**src/rtl/seqr_pkg.sv**
```systemverilog
// Shared types and helpers for the conversion sequencer.
// Assumes at most four channels, with 2-bit channel indices.
package seqr_pkg;
    localparam int SEQ_NCH = 4;
    localparam int SEQ_CHW = 2;

    typedef enum logic [1:0] {
        PH_IDLE   = 2'd0,
        PH_SETTLE = 2'd1,
        PH_CONV   = 2'd2,
        PH_SWITCH = 2'd3
    } phase_e;

    // Highest channel index of a round-robin pass; code 11 acts as 10.
    function automatic logic [SEQ_CHW-1:0] rr_last(input logic [1:0] code);
        case (code)
            2'b00:   return 2'd1;
            2'b01:   return 2'd2;
            default: return 2'd3;
        endcase
    endfunction
endpackage

```
**src/rtl/seqr_chan_pick.sv**
```systemverilog
// Works out the channel of the next dwell.
// Assumes cur is the channel of the dwell now ending, and restart is high
// when the block leaves idle, so that a pass starts at channel 0.
module seqr_chan_pick
    import seqr_pkg::*;
(
    input  logic [SEQ_CHW-1:0] cur,
    input  logic               restart,
    input  logic               autoscan,
    input  logic [1:0]         seq_code,
    input  logic [SEQ_CHW-1:0] single_sel,
    output logic [SEQ_CHW-1:0] nxt,
    output logic [SEQ_CHW-1:0] last_idx
);
    // Picks the next channel: the fixed channel, or ascending with wrap.
    always_comb begin
        last_idx = rr_last(seq_code);
        if (!autoscan)
            nxt = single_sel;
        else if (restart || (cur >= last_idx))
            nxt = '0;
        else
            nxt = cur + 1'b1;
    end
endmodule

```
**src/rtl/seqr_len_sel.sv**
```systemverilog
// Turns the per-channel programmed counts of one selected channel into
// phase lengths in reference cycles: settle = S*16, convert = R*16+4.
// Assumes each channel's counts are packed at [x*CNT_W +: CNT_W].
module seqr_len_sel
    import seqr_pkg::*;
#(
    parameter int CNT_W = 16,
    parameter int LEN_W = CNT_W + 5
) (
    input  logic [SEQ_NCH*CNT_W-1:0] settle_flat,
    input  logic [SEQ_NCH*CNT_W-1:0] conv_flat,
    input  logic [SEQ_CHW-1:0]       sel,
    output logic [LEN_W-1:0]         settle_len,
    output logic [LEN_W-1:0]         conv_len
);
    logic [CNT_W-1:0] s_arr [SEQ_NCH];
    logic [CNT_W-1:0] r_arr [SEQ_NCH];

    for (genvar g = 0; g < SEQ_NCH; g++) begin : g_unpack
        assign s_arr[g] = settle_flat[g*CNT_W +: CNT_W];
        assign r_arr[g] = conv_flat[g*CNT_W +: CNT_W];
    end

    // Scales the selected counts into cycle lengths.
    always_comb begin
        settle_len = LEN_W'({s_arr[sel], 4'b0000});
        conv_len   = LEN_W'({r_arr[sel], 4'b0000}) + LEN_W'(4);
    end
endmodule

```
**src/rtl/seqr_phase_ctl.sv**
```systemverilog
// Phase state machine with one shared down-counter. Each dwell runs
// settle (skipped when its length is 0), then convert, then the switch
// gap. The channel, the conversion length and the mode are latched at
// the start of a dwell. Assumes conv_len_in is at least 4.
module seqr_phase_ctl
    import seqr_pkg::*;
#(
    parameter int CNT_W    = 16,
    parameter int SW_FIXED = 8,
    parameter int LEN_W    = CNT_W + 5
) (
    input  logic               clk,
    input  logic               rst_n,
    input  logic               enable,
    input  logic [LEN_W-1:0]   settle_len_in,
    input  logic [LEN_W-1:0]   conv_len_in,
    input  logic               auto_in,
    input  logic [SEQ_CHW-1:0] last_in,
    input  logic [SEQ_CHW-1:0] nxt_chan,
    output phase_e             phase,
    output logic [SEQ_CHW-1:0] chan,
    output logic               is_idle,
    output logic               eoc,
    output logic               pass_done
);
    localparam int SW_LEN = SW_FIXED + 5;
    localparam logic [LEN_W-1:0] SW_LOAD = LEN_W'(SW_LEN - 1);

    logic [LEN_W-1:0]   cnt;
    logic [LEN_W-1:0]   conv_len_q;
    logic               auto_q;
    logic [SEQ_CHW-1:0] last_q;
    logic               boundary;

    // A new dwell starts when leaving idle or at the end of the switch gap.
    always_comb begin
        is_idle   = (phase == PH_IDLE);
        boundary  = is_idle || ((phase == PH_SWITCH) && (cnt == '0));
        eoc       = (phase == PH_CONV) && (cnt == '0);
        pass_done = eoc && (!auto_q || (chan == last_q));
    end

    // Steps the phases and reloads the counter at each phase change.
    always_ff @(posedge clk) begin
        if (!rst_n || !enable) begin
            phase      <= PH_IDLE;
            cnt        <= '0;
            chan       <= '0;
            conv_len_q <= '0;
            auto_q     <= 1'b0;
            last_q     <= '0;
        end else if (boundary) begin
            chan       <= nxt_chan;
            conv_len_q <= conv_len_in;
            auto_q     <= auto_in;
            last_q     <= last_in;
            if (settle_len_in == '0) begin
                phase <= PH_CONV;
                cnt   <= conv_len_in - 1'b1;
            end else begin
                phase <= PH_SETTLE;
                cnt   <= settle_len_in - 1'b1;
            end
        end else begin
            case (phase)
                PH_SETTLE: begin
                    if (cnt == '0) begin
                        phase <= PH_CONV;
                        cnt   <= conv_len_q - 1'b1;
                    end else begin
                        cnt <= cnt - 1'b1;
                    end
                end
                PH_CONV: begin
                    if (cnt == '0) begin
                        phase <= PH_SWITCH;
                        cnt   <= SW_LOAD;
                    end else begin
                        cnt <= cnt - 1'b1;
                    end
                end
                default: cnt <= cnt - 1'b1;
            endcase
        end
    end

    // the conversion counter stays below the latched conversion length.
    p_conv_bound_r5: assert property (@(posedge clk) disable iff (!rst_n)
        (phase == PH_CONV) |-> (cnt < conv_len_q));

    // the switch gap does not end before its counter reaches zero.
    p_switch_hold_r6: assert property (@(posedge clk) disable iff (!rst_n)
        (enable && (phase == PH_SWITCH) && (cnt != '0)) |=> (!enable || (phase == PH_SWITCH)));

    // the channel only moves at a dwell boundary.
    p_chan_hold_r10: assert property (@(posedge clk) disable iff (!rst_n)
        (enable && $past(enable) && $past(rst_n) && ($past(phase) != PH_IDLE) && !$past(boundary))
            |-> (chan == $past(chan)));
endmodule

```
**src/rtl/conv_sequencer.sv**
```systemverilog
// Top of the multi-channel conversion sequencer. It connects the
// channel picker, the length selector and the phase controller, and
// keeps the sticky data-ready flag. Assumes a single reference clock
// domain and that host inputs are already synchronous to it.
module conv_sequencer
    import seqr_pkg::*;
#(
    parameter int CNT_W    = 16,
    parameter int SW_FIXED = 8
) (
    input  logic                     clk,
    input  logic                     rst_n,
    input  logic                     enable,
    input  logic                     autoscan_en,
    input  logic [1:0]               seq_code,
    input  logic [1:0]               single_sel,
    input  logic [SEQ_NCH*CNT_W-1:0] settle_counts,
    input  logic [SEQ_NCH*CNT_W-1:0] conv_counts,
    input  logic                     drdy_clr,
    output logic [1:0]               chan_idx,
    output logic                     settle_en,
    output logic                     conv_en,
    output logic                     eoc_pulse,
    output logic [1:0]               eoc_chan,
    output logic                     drdy
);
    localparam int LEN_W = CNT_W + 5;

    logic [SEQ_CHW-1:0] nxt_chan;
    logic [SEQ_CHW-1:0] last_idx;
    logic [SEQ_CHW-1:0] cur_chan;
    logic [LEN_W-1:0]   settle_len;
    logic [LEN_W-1:0]   conv_len;
    logic               idle;
    logic               pass_done;
    phase_e             phase;

    seqr_chan_pick u_pick (
        .cur        (cur_chan),
        .restart    (idle),
        .autoscan   (autoscan_en),
        .seq_code   (seq_code),
        .single_sel (single_sel),
        .nxt        (nxt_chan),
        .last_idx   (last_idx)
    );

    seqr_len_sel #(.CNT_W(CNT_W), .LEN_W(LEN_W)) u_len (
        .settle_flat (settle_counts),
        .conv_flat   (conv_counts),
        .sel         (nxt_chan),
        .settle_len  (settle_len),
        .conv_len    (conv_len)
    );

    seqr_phase_ctl #(.CNT_W(CNT_W), .SW_FIXED(SW_FIXED), .LEN_W(LEN_W)) u_ctl (
        .clk           (clk),
        .rst_n         (rst_n),
        .enable        (enable),
        .settle_len_in (settle_len),
        .conv_len_in   (conv_len),
        .auto_in       (autoscan_en),
        .last_in       (last_idx),
        .nxt_chan      (nxt_chan),
        .phase         (phase),
        .chan          (cur_chan),
        .is_idle       (idle),
        .eoc           (eoc_pulse),
        .pass_done     (pass_done)
    );

    // Decodes the phase into the window enables and the channel outputs.
    always_comb begin
        settle_en = (phase == PH_SETTLE);
        conv_en   = (phase == PH_CONV);
        chan_idx  = cur_chan;
        eoc_chan  = cur_chan;
    end

    // Sticky data-ready flag: a pass end sets it, a host pulse clears it.
    always_ff @(posedge clk) begin
        if (!rst_n)
            drdy <= 1'b0;
        else if (pass_done)
            drdy <= 1'b1;
        else if (drdy_clr)
            drdy <= 1'b0;
    end

    // the two windows never overlap.
    p_one_window_r4: assert property (@(posedge clk) disable iff (!rst_n)
        !(settle_en && conv_en));

    // the strobe only appears inside the conversion window.
    p_eoc_in_conv_r7: assert property (@(posedge clk) disable iff (!rst_n)
        eoc_pulse |-> (conv_en && !settle_en));

    // a clear with no strobe in the same cycle empties the flag.
    p_drdy_clr_r8: assert property (@(posedge clk) disable iff (!rst_n)
        (drdy_clr && !eoc_pulse) |=> !drdy);

    // without a clear the flag stays set.
    p_drdy_hold_r8: assert property (@(posedge clk) disable iff (!rst_n)
        (drdy && !drdy_clr) |=> drdy);

    // disabling returns the block to idle on the next cycle.
    p_idle_r9: assert property (@(posedge clk) disable iff (!rst_n)
        !enable |=> (!settle_en && !conv_en && !eoc_pulse && (chan_idx == 2'd0)));
endmodule

```
**config.mk**
```make
export PLATFORM = sky130hd
export DESIGN_NAME = conv_sequencer
export DESIGN_NICKNAME = d
export VERILOG_FILES = /design/src/rtl/seqr_pkg.sv /design/src/rtl/seqr_chan_pick.sv /design/src/rtl/seqr_len_sel.sv /design/src/rtl/seqr_phase_ctl.sv /design/src/rtl/conv_sequencer.sv
export SDC_FILE = /design/constraint.sdc
export NUM_CORES = 1
export LEC_CHECK = 0
export ABC_AREA = 1
export BUFFER_PORTS_ARGS = -buffer_cell sky130_fd_sc_hd__buf_2
export CORE_ASPECT_RATIO = 0.5
export CORE_UTILIZATION = 38
export DETAILED_ROUTE_END_ITERATION = 8
export SLEW_MARGIN = 30
export SYNTH_ARGS = -nofsm -noshare
export SYNTH_HDL_FRONTEND = slang
export SYNTH_SLANG_ARGS = --single-unit
```
**constraint.sdc**
```tcl
create_clock -name clk -period 3.2 [get_ports clk]
set_input_delay 0.32 -clock clk [delete_from_list [all_inputs] [get_ports clk]]
set_output_delay 0.32 -clock clk [all_outputs]
set_load 0.005 [all_outputs]
```
==> out/results.ini, run 1 <==
[die]
die_height_um = 81.8
num_rows = 28
initial_utilization_pct = 40.0
design.die.area_sq_um = 13200
core_sq_um = 12100
pin_count = 145
die_x_um = 162

[critical_path]
critPathBufInv = 5
worstSetupStartpointType = register
r2r-end = u_ctl.cnt[5]$_SDFF_PP0_
startpoint = u_ctl.phase[0]$_SDFFE_PP0P_
cp.depth = 18
cp_max_fo = 19
reg2reg_slack_ps = 240
crit_family = simple AND/OR/NAND/NOR gates
endpoint = u_ctl.cnt[5]$_SDFF_PP0_
cp-end-kind = register
cp_slowest_stage_delay_ps = 390
crit_chain = inv_1 > ha_1 > nor2_4 > nand3_4 > buf_4 > nand3_1 > nand2_1 > nand2_1 > nand2_1 > nor2_2 > nand2_2 > nor2_2 > nand2_2 > buf_4 > inv_1 > nor2_1 > o21bai_1 > inv_1
timing.rr.start = u_ctl.phase[0]$_SDFFE_PP0P_
crit_type = register to register
r2r.worst_path.cells = 18
critPathRequiredTime_ps = 3380
crit_arrival_ps = 3140
cpMaxStageDelayCell = dfxtp_1

[global_route]
grt_pass1_vias = 4980
grt_start_max_net_pins = 41
gr-total-overflow = 0
grt_util_all_layers_pct = 24.5
grt_pass1_wl_mm = 25.8
antenna_found_initial = 0

[detailed_routing]
vias_per_cell = 5.12
via_count = 5763
drc = 0
wl_mm = 16.2
ant_nets = 0
drt_iter0_markers = 370
dr.pass1.iters = 5
wl_per_cell_um = 14.4

[final_layout]
finalNetCount = 1106
final_cell_mix = 179 x nand2_1, 144 x buf_2, 105 x nand3_1
fin_area_sq_um = 5920
n_antenna_cell = 0
n_fill_cell = 1295
synthToLayoutAreaGrowth_pct = 22.4
final_common_cell = nand2_1
drive_above_1_share_pct = 22.6

[logic_synthesis]
synthArstFlopShare_pct = 0
ys_ff_latch = 46
synth_ff_type = dfxtp_1
seq_area_frac_synth_pct = 19.0
avgSynthCellArea_sq_um = 5.87
synth.top_cell.area_share_pct = 19.0
syn_inst = 823
synth_area_leaders = dfxtp_1 19%, nand2_1 14%, nand3_1 11%
synth.distinct_cells = 43
synth_edf_count = 0
synth_area_leader_cell = dfxtp_1
synth.net_count = 970
syn_area_sq_um = 4830
synth.yosys.warnings = 0

[sta]
timing.hold.ws_ps = 227
fmax_ghz = 0.338
setup_viol_count_final = 0
fin_crit_ps = 2960
relSlewSlack_pct = 50.5
finalMaxSlewViolations = 0
clock_skew_ps = 4.42
hold_viol_final = 0
min_period_over_period_pct = 92.4
rsz0062_at_grt = false
worstMarginPinSlew_ps = 741
setup_tns_ps = 0

[place]
place_hpwl_mm = 12.8
place_area_sq_um = 5740
portBuffers = 144
place.gp.congestion = 0.930

[run]
maxCapViolCount = 0

[clock_network]
clkTransAtPathRegs_ps = 70
numCtsBuffers = 5
root_buffer = clkbuf_16
h-tree-depth = 2
cts_buffer_depth = 2
cts_sinks = 46
clkLatencyLatePin_ps = 290
holdBufCountCts = 0
cts_tree = built

[power_and_ir_drop]
ir_drop_uv = 263
p_leak_nw = 3.02
powerDensity_nw_per_um2 = 370

[run_status]
status = completed

[min_path]
hp-class = input port to register

-- where the power goes --
| group | switching [mW] | total [mW] | internal, mW | leakage (nW) |
|---|---|---|---|---|
| Sequential | 0.0374 | 0.654 | 0.616 | 0.378 |
| Combinational | 0.624 | 0.994 | 0.370 | 2.57 |
| Clock | 0.232 | 0.542 | 0.311 | 0.0739 |
| Total | 0.893 | 2.19 | 1.30 | 3.02 |
-- flip-flops by register name, indices dropped and copies added, names as in the netlist --
| signal | count |
|---|---|
| u_ctl.chan | 2 |
| u_ctl.cnt | 21 |
| u_ctl.conv_len_q | 17 |
| drdy | 1 |
| u_ctl.phase | 2 |
| u_ctl.last_q | 2 |
| u_ctl.auto_q | 1 |
-- layer usage --
layer	share of wire (%)	GRT usage (%)
met1	53	38.7
met2	40	35.4
met3	5.8	1.72
met4	0.71	4.91
met5	0	0
-- worst register-to-register path, delay by kind of cell (launching register included) --
| family | cells | cell delay (ps) |
|---|---|---|
| flip-flops | 1 | 390 |
| buffers and inverters | 5 | 760 |
| AND/OR/NAND/NOR | 11 | 1250 |
| adder cells (fa/ha/maj) | 1 | 310 |
| AO/OA/AOI/OAI | 1 | 140 |
-- synth_stat cells, types with 3 or more instances --
library cell  number
nor3_1             4
xor2_1            26
nand4_1            7
nor2_1           100
xnor2_1            6
buf_6              4
ha_1              10
nand2_2            8
a211oi_1           3
dfxtp_1           46
o221ai_1           5
nand3_2            9
clkbuf_1          14
nor2_4             3
o21ai_1            4
a21oi_1           38
nor2_2             5
buf_4              8
nand2_1          180
nand3b_1          11
nand3_1          105
o22ai_1           16
o21ai_0           66
buf_2             15
inv_1             97
o211ai_1           5
o21bai_1           5
-- cells by family after synthesis --
kind of cell	Yosys count	synth area share, %
buffers and inverters	142	12.7
AND/OR/NAND/NOR	441	42.0
adder cells (fa/ha/maj)	10	2.59
flip-flops	46	19.0
XOR/XNOR	32	5.80
AO/OA/AOI/OAI	152	17.9
-- repair_timing --
action                     CTS  global route
buffers inserted             0             0
setup endpoints to repair    0            21
resized for setup            0             4
-- per-stage QoR --
stage          std cells  worst slack [ps]  total power, mW  util (%)
3_5_place_dp        1116              25.0             1.63      47.5
6_report            1125               242             2.19      48.9
4_1_cts             1124              50.2             2.17      48.7
5_1_grt             1125              3.22             2.34      48.9
2_1_floorplan        823               522             1.33         -
3_3_place_gp        1116               122             1.63      47.5
-- worst min-delay path by stage --
stage,startpoint,end,slack [ps],cells after the start
floorplan,rst_n,drdy$_SDFFE_PN0P_,420,2
global placement,u_ctl.conv_len_q[2]$_SDFFE_PP0N_,u_ctl.conv_len_q[2]$_SDFFE_PP0N_,460,2
detailed placement,u_ctl.conv_len_q[2]$_SDFFE_PP0N_,u_ctl.conv_len_q[2]$_SDFFE_PP0N_,480,2
CTS,rst_n,drdy$_SDFFE_PN0P_,230,3
global route,rst_n,drdy$_SDFFE_PN0P_,250,3
finish,rst_n,drdy$_SDFFE_PN0P_,230,3
-- cell type report --
cell class,count,area (sq um),area share (%)
Clock buffer,7,143,2.41
Clock inverter,1,5.00,0.0846
Inverter,100,375,6.35
Multi-Input combinational cell,636,3330,56.3
Sequential cell,46,921,15.6
Tap cell,165,206,3.49
Timing Repair Buffer,170,932,15.8
Power figures use the tool's default switching activity.
==> inputs of run 2 (changes only) <==
- RECOVER_POWER: not set -> 50
- clock period: 3.2 -> 2.4 ns (I/O delays scaled with it)
==> run 2 against run 1 <==
Effect of this change:
- the run now ends with setup timing left
- die area unchanged
- combinational power up 95%
- sequential cell count unchanged
- cell count increased by 11%
- sequential share of layout area shrank 3.5 points
- largest power group unchanged
- clock-buffer cell count fell by 2
- worst setup slack worse by 460 ps
- register-to-register slack worse by 460 ps
- final area increased by 29%
==> out/results.ini, run 2 (synthesis results as in run 1) <==
[die]
core_sq_um = 12100  ; unchanged
initial_utilization_pct = 40.0  ; unchanged
die_x_um = 162  ; unchanged
pin_count = 145  ; unchanged
num_rows = 28  ; unchanged
die_height_um = 81.8  ; unchanged
design.die.area_sq_um = 13200  ; unchanged

[sta]
setup_viol_count_final = 22  ; was 0
timing.hold.ws_ps = 144  ; was 227 ps
worstMarginPinSlew_ps = 646  ; was 741 ps
min_period_over_period_pct = 109  ; was 92.4%
setup_slack_ps = -222  ; was 242 ps
fmax_ghz = 0.381  ; was 0.338 GHz
clock_skew_ps = 6.29  ; was 4.42 ps
finalMaxSlewViolations = 0  ; unchanged
setup_tns_ps = -3540  ; was 0 ps
hold_viol_final = 0  ; unchanged
fin_crit_ps = 2620  ; was 2960 ps
relSlewSlack_pct = 56.9  ; was 50.5%
rsz0062_at_grt = true  ; was false

[global_route]
grt_pass1_vias = 5541  ; was 4980
gr-total-overflow = 0  ; unchanged
antenna_found_initial = 0  ; unchanged
grt_start_max_net_pins = 38  ; was 41
grt_pass1_wl_mm = 26.9  ; was 25.8 mm
grt_util_all_layers_pct = 25.5  ; was 24.5%

[detailed_routing]
wl_per_cell_um = 15.0  ; was 14.4 um
ant_nets = 0  ; unchanged
drt_iter0_markers = 498  ; was 370
drc = 0  ; unchanged
dr.pass1.iters = 5  ; unchanged
wl_mm = 18.8  ; was 16.2 mm
vias_per_cell = 5.16  ; was 5.12
via_count = 6450  ; was 5763

[critical_path]
crit_family = simple AND/OR/NAND/NOR gates  ; unchanged
worstSetupStartpointType = register  ; unchanged
cpMaxStageDelayCell = dfxtp_4  ; was dfxtp_1
critPathRequiredTime_ps = 2620  ; was 3380 ps
cp-end-kind = register  ; unchanged
cp_common_cell = nand2_4
cp_slowest_stage_delay_ps = 360  ; was 390 ps
crit_type = register to register  ; unchanged
crit_chain = inv_4 > ha_4 > inv_2 > nand2_2 > nand2_4 > nand3_4 > buf_6 > buf_12 > nand3_4 > nand2_1 > nand2_1 > nand2_2 > nor2_8 > nand3_2 > nor2_4 > nand2_4 > nand2_4 > buf_12 > buf_12 > nand2_4 > a21oi_2  ; was inv_1 > ha_1 > nor2_4 > nand3_4 > buf_4 > nand3_1 > nand2_1 > nand2_1 > nand2_1 > nor2_2 > nand2_2 > nor2_2 > nand2_2 > buf_4 > inv_1 > nor2_1 > o21bai_1 > inv_1
cp_max_fo = 7  ; was 19
critPathBufInv = 6  ; was 5
crit_arrival_ps = 2840  ; was 3140 ps

[power_and_ir_drop]
ir_drop_uv = 274  ; was 263 uV
p_leak_nw = 3.85  ; was 3.02 nW
powerDensity_nw_per_um2 = 458  ; was 370 nW/um^2

[place]
post-place-ws_ps = -373  ; was 25.0 ps
dp.cells = 1201  ; was 1116
portBuffers = 144  ; unchanged
place_hpwl_mm = 13.4  ; was 12.8 mm
place.gp.congestion = 0.914  ; was 0.930

[final_layout]
finalNetCount = 1231  ; was 1106
regMostFlops = u_ctl.cnt  ; unchanged
drive_above_1_share_pct = 41.2  ; was 22.6%
final_cell_mix = 143 x nand2_1, 141 x buf_2, 116 x buf_4  ; was 179 x nand2_1, 144 x buf_2, 105 x nand3_1
instances_no_fill = 1250  ; was 1125
n_antenna_cell = 0  ; unchanged
final_common_cell = nand2_1  ; unchanged
top_regs = u_ctl.cnt (21), u_ctl.conv_len_q (17)  ; unchanged
largest_reg_flops = 21  ; unchanged
synthToLayoutAreaGrowth_pct = 58.4  ; was 22.4%

[clock_network]
cts_buffer_depth = 2  ; unchanged
cts_sinks = 46  ; unchanged
numCtsBuffers = 5  ; unchanged
cts_tree = built  ; unchanged
h-tree-depth = 2  ; unchanged
holdBufCountCts = 0  ; unchanged
clkLatencyLatePin_ps = 300  ; was 290 ps
clkTransAtPathRegs_ps = 70  ; about the same
root_buffer = clkbuf_16  ; unchanged

[run]
maxCapViolCount = 0  ; unchanged

[min_path]
hp-class = input port to register  ; unchanged

[run_status]
status = finished with violations  ; was completed
violations = setup timing

-- run 2: cell count changes in the layout (fill, tap and decap cells not counted), moves of 17 or more --
cell / delta
buf_4: +92
nand2_1: -36
nand3_1: -27
nand3_2: +21
nand2_2: +24
buf_6: +17
-- run 2: path summary, 6_finish.rpt --
check / slack, ps / cells past startpoint / startpoint / end
worst max-delay path: -220 / 21 / u_ctl.chan[0]$_SDFFE_PP0N_ / u_ctl.cnt[17]$_SDFF_PP0_
worst max register to register: -220 / 21 / u_ctl.chan[0]$_SDFFE_PP0N_ / u_ctl.cnt[17]$_SDFF_PP0_
worst min register to register: 480 / 2 / u_ctl.conv_len_q[2]$_SDFFE_PP0N_ / u_ctl.conv_len_q[2]$_SDFFE_PP0N_
worst min-delay path: 140 / 3 / rst_n / drdy$_SDFFE_PN0P_
-- run 2: worst min-delay path, stage by stage --
cell and delay [ps]:
buf_2 80, nand2_1 50, inv_1 40
-- run 2: area by class of cell --
type,count,area [sq um]
multi-input cells,637,3880
inverters,100,380
repair buffers,294,2110
flip-flops and latches,46,926
well taps,165,206
fillers,1115,4430
clock buffers,5,125
clock inverters,3,21.3
-- run 2: per-stage QoR --
stage / util (%) / instance area (sq um) / power (mW)
floorplan: - / 4910 / 1.80
global placement: 53.8 / 6500 / 2.43
detailed placement: 53.8 / 6500 / 2.43
CTS: 57.7 / 6970 / 3.24
global route: 63.4 / 7660 / 3.70
finish: 63.4 / 7660 / 3.51
-- run 2: repair_timing --
action	CTS	global route
cloned	0	9
pin swaps	23	61
buffers inserted	9	25
setup endpoints to repair	38	34
gates resized for setup	69	105
-- run 2: metal layers --
layer	wire (um)	global-route usage [%]	vias to the layer above
li1	-	-	3216
met1	8940	37.1	2941
met2	8390	40.6	265
met3	1210	2.07	28
met4	277	6.04	0
met5	0	0	-
-- run 2: where the power goes --
group	switching [mW]	leakage (nW)	internal, mW
clock network	0.313	0.0698	0.386
registers	0.0514	0.379	0.822
logic	1.06	3.40	0.877
==> inputs of run 3 (changes only) <==
- CORE_ASPECT_RATIO: 0.5 -> 1.25
==> run 3 against run 2 <==
Effect of this change:
- die area down 0.19%
- sequential cell count unchanged
- cell count down 0.64%
- via count down 2.4%
- fmax up 1.6%
- the run still ends with setup timing left
- largest power group unchanged
- largest cell class unchanged
- register-to-register slack better by 40 ps
- final area up 1.9%
==> out/results.ini, run 3 (synthesis results as in run 1) <==
[critical_path]
worstSetupStartpointType = register  ; unchanged
cp-end-kind = register  ; unchanged
crit_family = simple AND/OR/NAND/NOR gates  ; unchanged
crit_arrival_ps = 2770  ; was 2840 ps
cpMaxStageDelayCell = dfxtp_4  ; unchanged
crit_type = register to register  ; unchanged
crit_chain = inv_4 > ha_4 > inv_2 > nand2_2 > nand2_4 > nand3_4 > buf_12 > nand2_8 > buf_12 > nand2_4 > nand2_2 > nand2_2 > nand2_4 > nor2_8 > nand3_4 > nor2_4 > nand2_4 > nand2_4 > buf_12 > o21ai_2 > o21bai_1 > inv_1  ; was inv_4 > ha_4 > inv_2 > nand2_2 > nand2_4 > nand3_4 > buf_6 > buf_12 > nand3_4 > nand2_1 > nand2_1 > nand2_2 > nor2_8 > nand3_2 > nor2_4 > nand2_4 > nand2_4 > buf_12 > buf_12 > nand2_4 > a21oi_2
critPathRequiredTime_ps = 2590  ; was 2620 ps
critPathBufInv = 6  ; unchanged
cp_max_fo = 8  ; was 7
cp_slowest_stage_delay_ps = 350  ; was 360 ps
cp_common_cell = nand2_4  ; unchanged

[detailed_routing]
dr.pass1.iters = 5  ; unchanged
via_count = 6292  ; was 6450
drt_iter0_markers = 278  ; was 498
drc = 0  ; unchanged
ant_nets = 0  ; unchanged
wl_mm = 18.1  ; was 18.8 mm
wl_per_cell_um = 14.5  ; was 15.0 um
vias_per_cell = 5.07  ; was 5.16

[sta]
rsz0062_at_grt = true  ; unchanged
fmax_ghz = 0.387  ; was 0.381 GHz
setup_slack_ps = -181  ; was -222 ps
fin_crit_ps = 2580  ; was 2620 ps
worstMarginPinSlew_ps = 475  ; was 646 ps
hold_viol_final = 0  ; unchanged
min_period_over_period_pct = 108  ; was 109%
setup_viol_count_final = 26  ; was 22
relSlewSlack_pct = 68.1  ; was 56.9%
finalMaxSlewViolations = 0  ; unchanged
clock_skew_ps = 6.10  ; was 6.29 ps

[final_layout]
drive_above_1_share_pct = 43.0  ; was 41.2%
fin_util_pct = 63.6  ; was 63.4%
finalNetCount = 1224  ; was 1231
largest_reg_flops = 21  ; unchanged
synthToLayoutAreaGrowth_pct = 61.4  ; was 58.4%
final_common_cell = buf_2  ; was nand2_1
final_cell_mix = 140 x buf_2, 139 x nand2_1, 106 x buf_4  ; was 143 x nand2_1, 141 x buf_2, 116 x buf_4
instances_no_fill = 1242  ; was 1250
regMostFlops = u_ctl.cnt  ; unchanged
n_antenna_cell = 0  ; unchanged
n_fill_cell = 1169  ; was 1115
top_regs = u_ctl.cnt (21), u_ctl.conv_len_q (17)  ; unchanged

[power_and_ir_drop]
powerDensity_nw_per_um2 = 461  ; was 458 nW/um^2
p_leak_nw = 3.87  ; was 3.85 nW
power.total_mw = 3.60  ; was 3.51 mW
ir_drop_uv = 292  ; was 274 uV

[run]
maxCapViolCount = 0  ; unchanged

[place]
portBuffers = 144  ; unchanged
place.gp.congestion = 0.884  ; was 0.914
place_hpwl_mm = 12.8  ; was 13.4 mm
dp.cells = 1187  ; was 1201

[die]
design.die.area_sq_um = 13200  ; about the same
die_x_um = 103  ; was 162 um
num_rows = 45  ; was 28
pin_count = 145  ; unchanged
die_height_um = 128  ; was 81.8 um
initial_utilization_pct = 39.4  ; was 40.0%
core_sq_um = 12300  ; was 12100 sq um

[clock_network]
clkTransAtPathRegs_ps = 60  ; was 70 ps
clkLatencyLatePin_ps = 290  ; was 300 ps
root_buffer = clkbuf_16  ; unchanged
cts_buffer_depth = 2  ; unchanged
cts_sinks = 46  ; unchanged
cts_tree = built  ; unchanged
h-tree-depth = 2  ; unchanged
numCtsBuffers = 5  ; unchanged
holdBufCountCts = 0  ; unchanged

[global_route]
grt_pass1_vias = 5777  ; was 5541
antenna_found_initial = 0  ; unchanged
grt_util_all_layers_pct = 26.9  ; was 25.5%
grt_start_max_net_pins = 38  ; unchanged
grt_pass1_wl_mm = 27.9  ; was 26.9 mm
gr-total-overflow = 0  ; unchanged

[min_path]
hp-class = input port to register  ; unchanged

[run_status]
violations = setup timing  ; unchanged
status = finished with violations  ; unchanged

## run 3: changes by cell type in the layout (fill, tap and decap cells not counted), sizes merged
cell | before | now
nand2 | 192 | 190
clkinv | 3 | 1
buf | 286 | 282
bufinv | 0 | 1
clkbuf | 13 | 14
inv | 99 | 98
## run 3: worst min-delay path: cells and delay by family
family,cells,cell delay (ps)
simple gates,1,40
buf+inv,2,120
## run 3: worst paths after layout
check / startpoint / end / slack (ps) / depth (start not counted)
max: u_ctl.chan[0]$_SDFFE_PP0N_ / u_ctl.phase[0]$_SDFFE_PP0P_ / -180 / 22
min: rst_n / drdy$_SDFFE_PN0P_ / 140 / 3
max reg2reg: u_ctl.chan[0]$_SDFFE_PP0N_ / u_ctl.phase[0]$_SDFFE_PP0P_ / -180 / 22
min reg2reg: u_ctl.conv_len_q[2]$_SDFFE_PP0N_ / u_ctl.conv_len_q[2]$_SDFFE_PP0N_ / 480 / 2
## run 3: per-stage QoR
step                setup slack [ps]  TNS (ps)  cell area (sq um)  hold WS (ps)
floorplan                      -18.8     -24.7               4910           338
global placement                -333     -6350               6430           434
detailed placement              -358     -6970               6430           441
CTS                             -159     -2290               7330           138
global route                    -334     -7420               7800           187
finish                          -181     -3100               7800           138
## run 3: layout make-up
cell class                 count  area, sq um  share of cell area [%]
clock inverter                 1         30.0                   0.385
timing repair buffer         289         2170                    27.8
clock buffer                   7          133                    1.70
sequential                    46          927                    11.9
inverter                     100          392                    5.02
multi-input combinational    635         3950                    50.6
tap                          164          205                    2.63
## run 3: timing repair
action | 4_1_cts | 5_1_grt
pin swaps | 11 | 37
gates resized for setup | 103 | 116
setup buffers | 28 | 13
endpoints found under the setup margin | 30 | 41
cloned | 6 | 2
endpoints found under the hold margin | 0 | 0
## run 3: power breakdown
group	switching [mW]	internal (mW)	leakage, nW
Sequential	0.0497	0.822	0.379
Combinational	1.04	0.898	3.41
Clock	0.298	0.493	0.0781
Total	1.38	2.21	3.87
## run 3: metal layers
metal / part of all wire [%] / global-route usage [%] / vias to the layer above / routed length (um)
met2: 51 / 48.0 / 208 / 9190
met5: 0 / 0 / - / 0
met4: 2.2 / 7.87 / 0 / 405
met1: 43 / 34.8 / 2853 / 7760
li1: - / - / 3200 / -
met3: 3.9 / 0.981 / 31 / 698
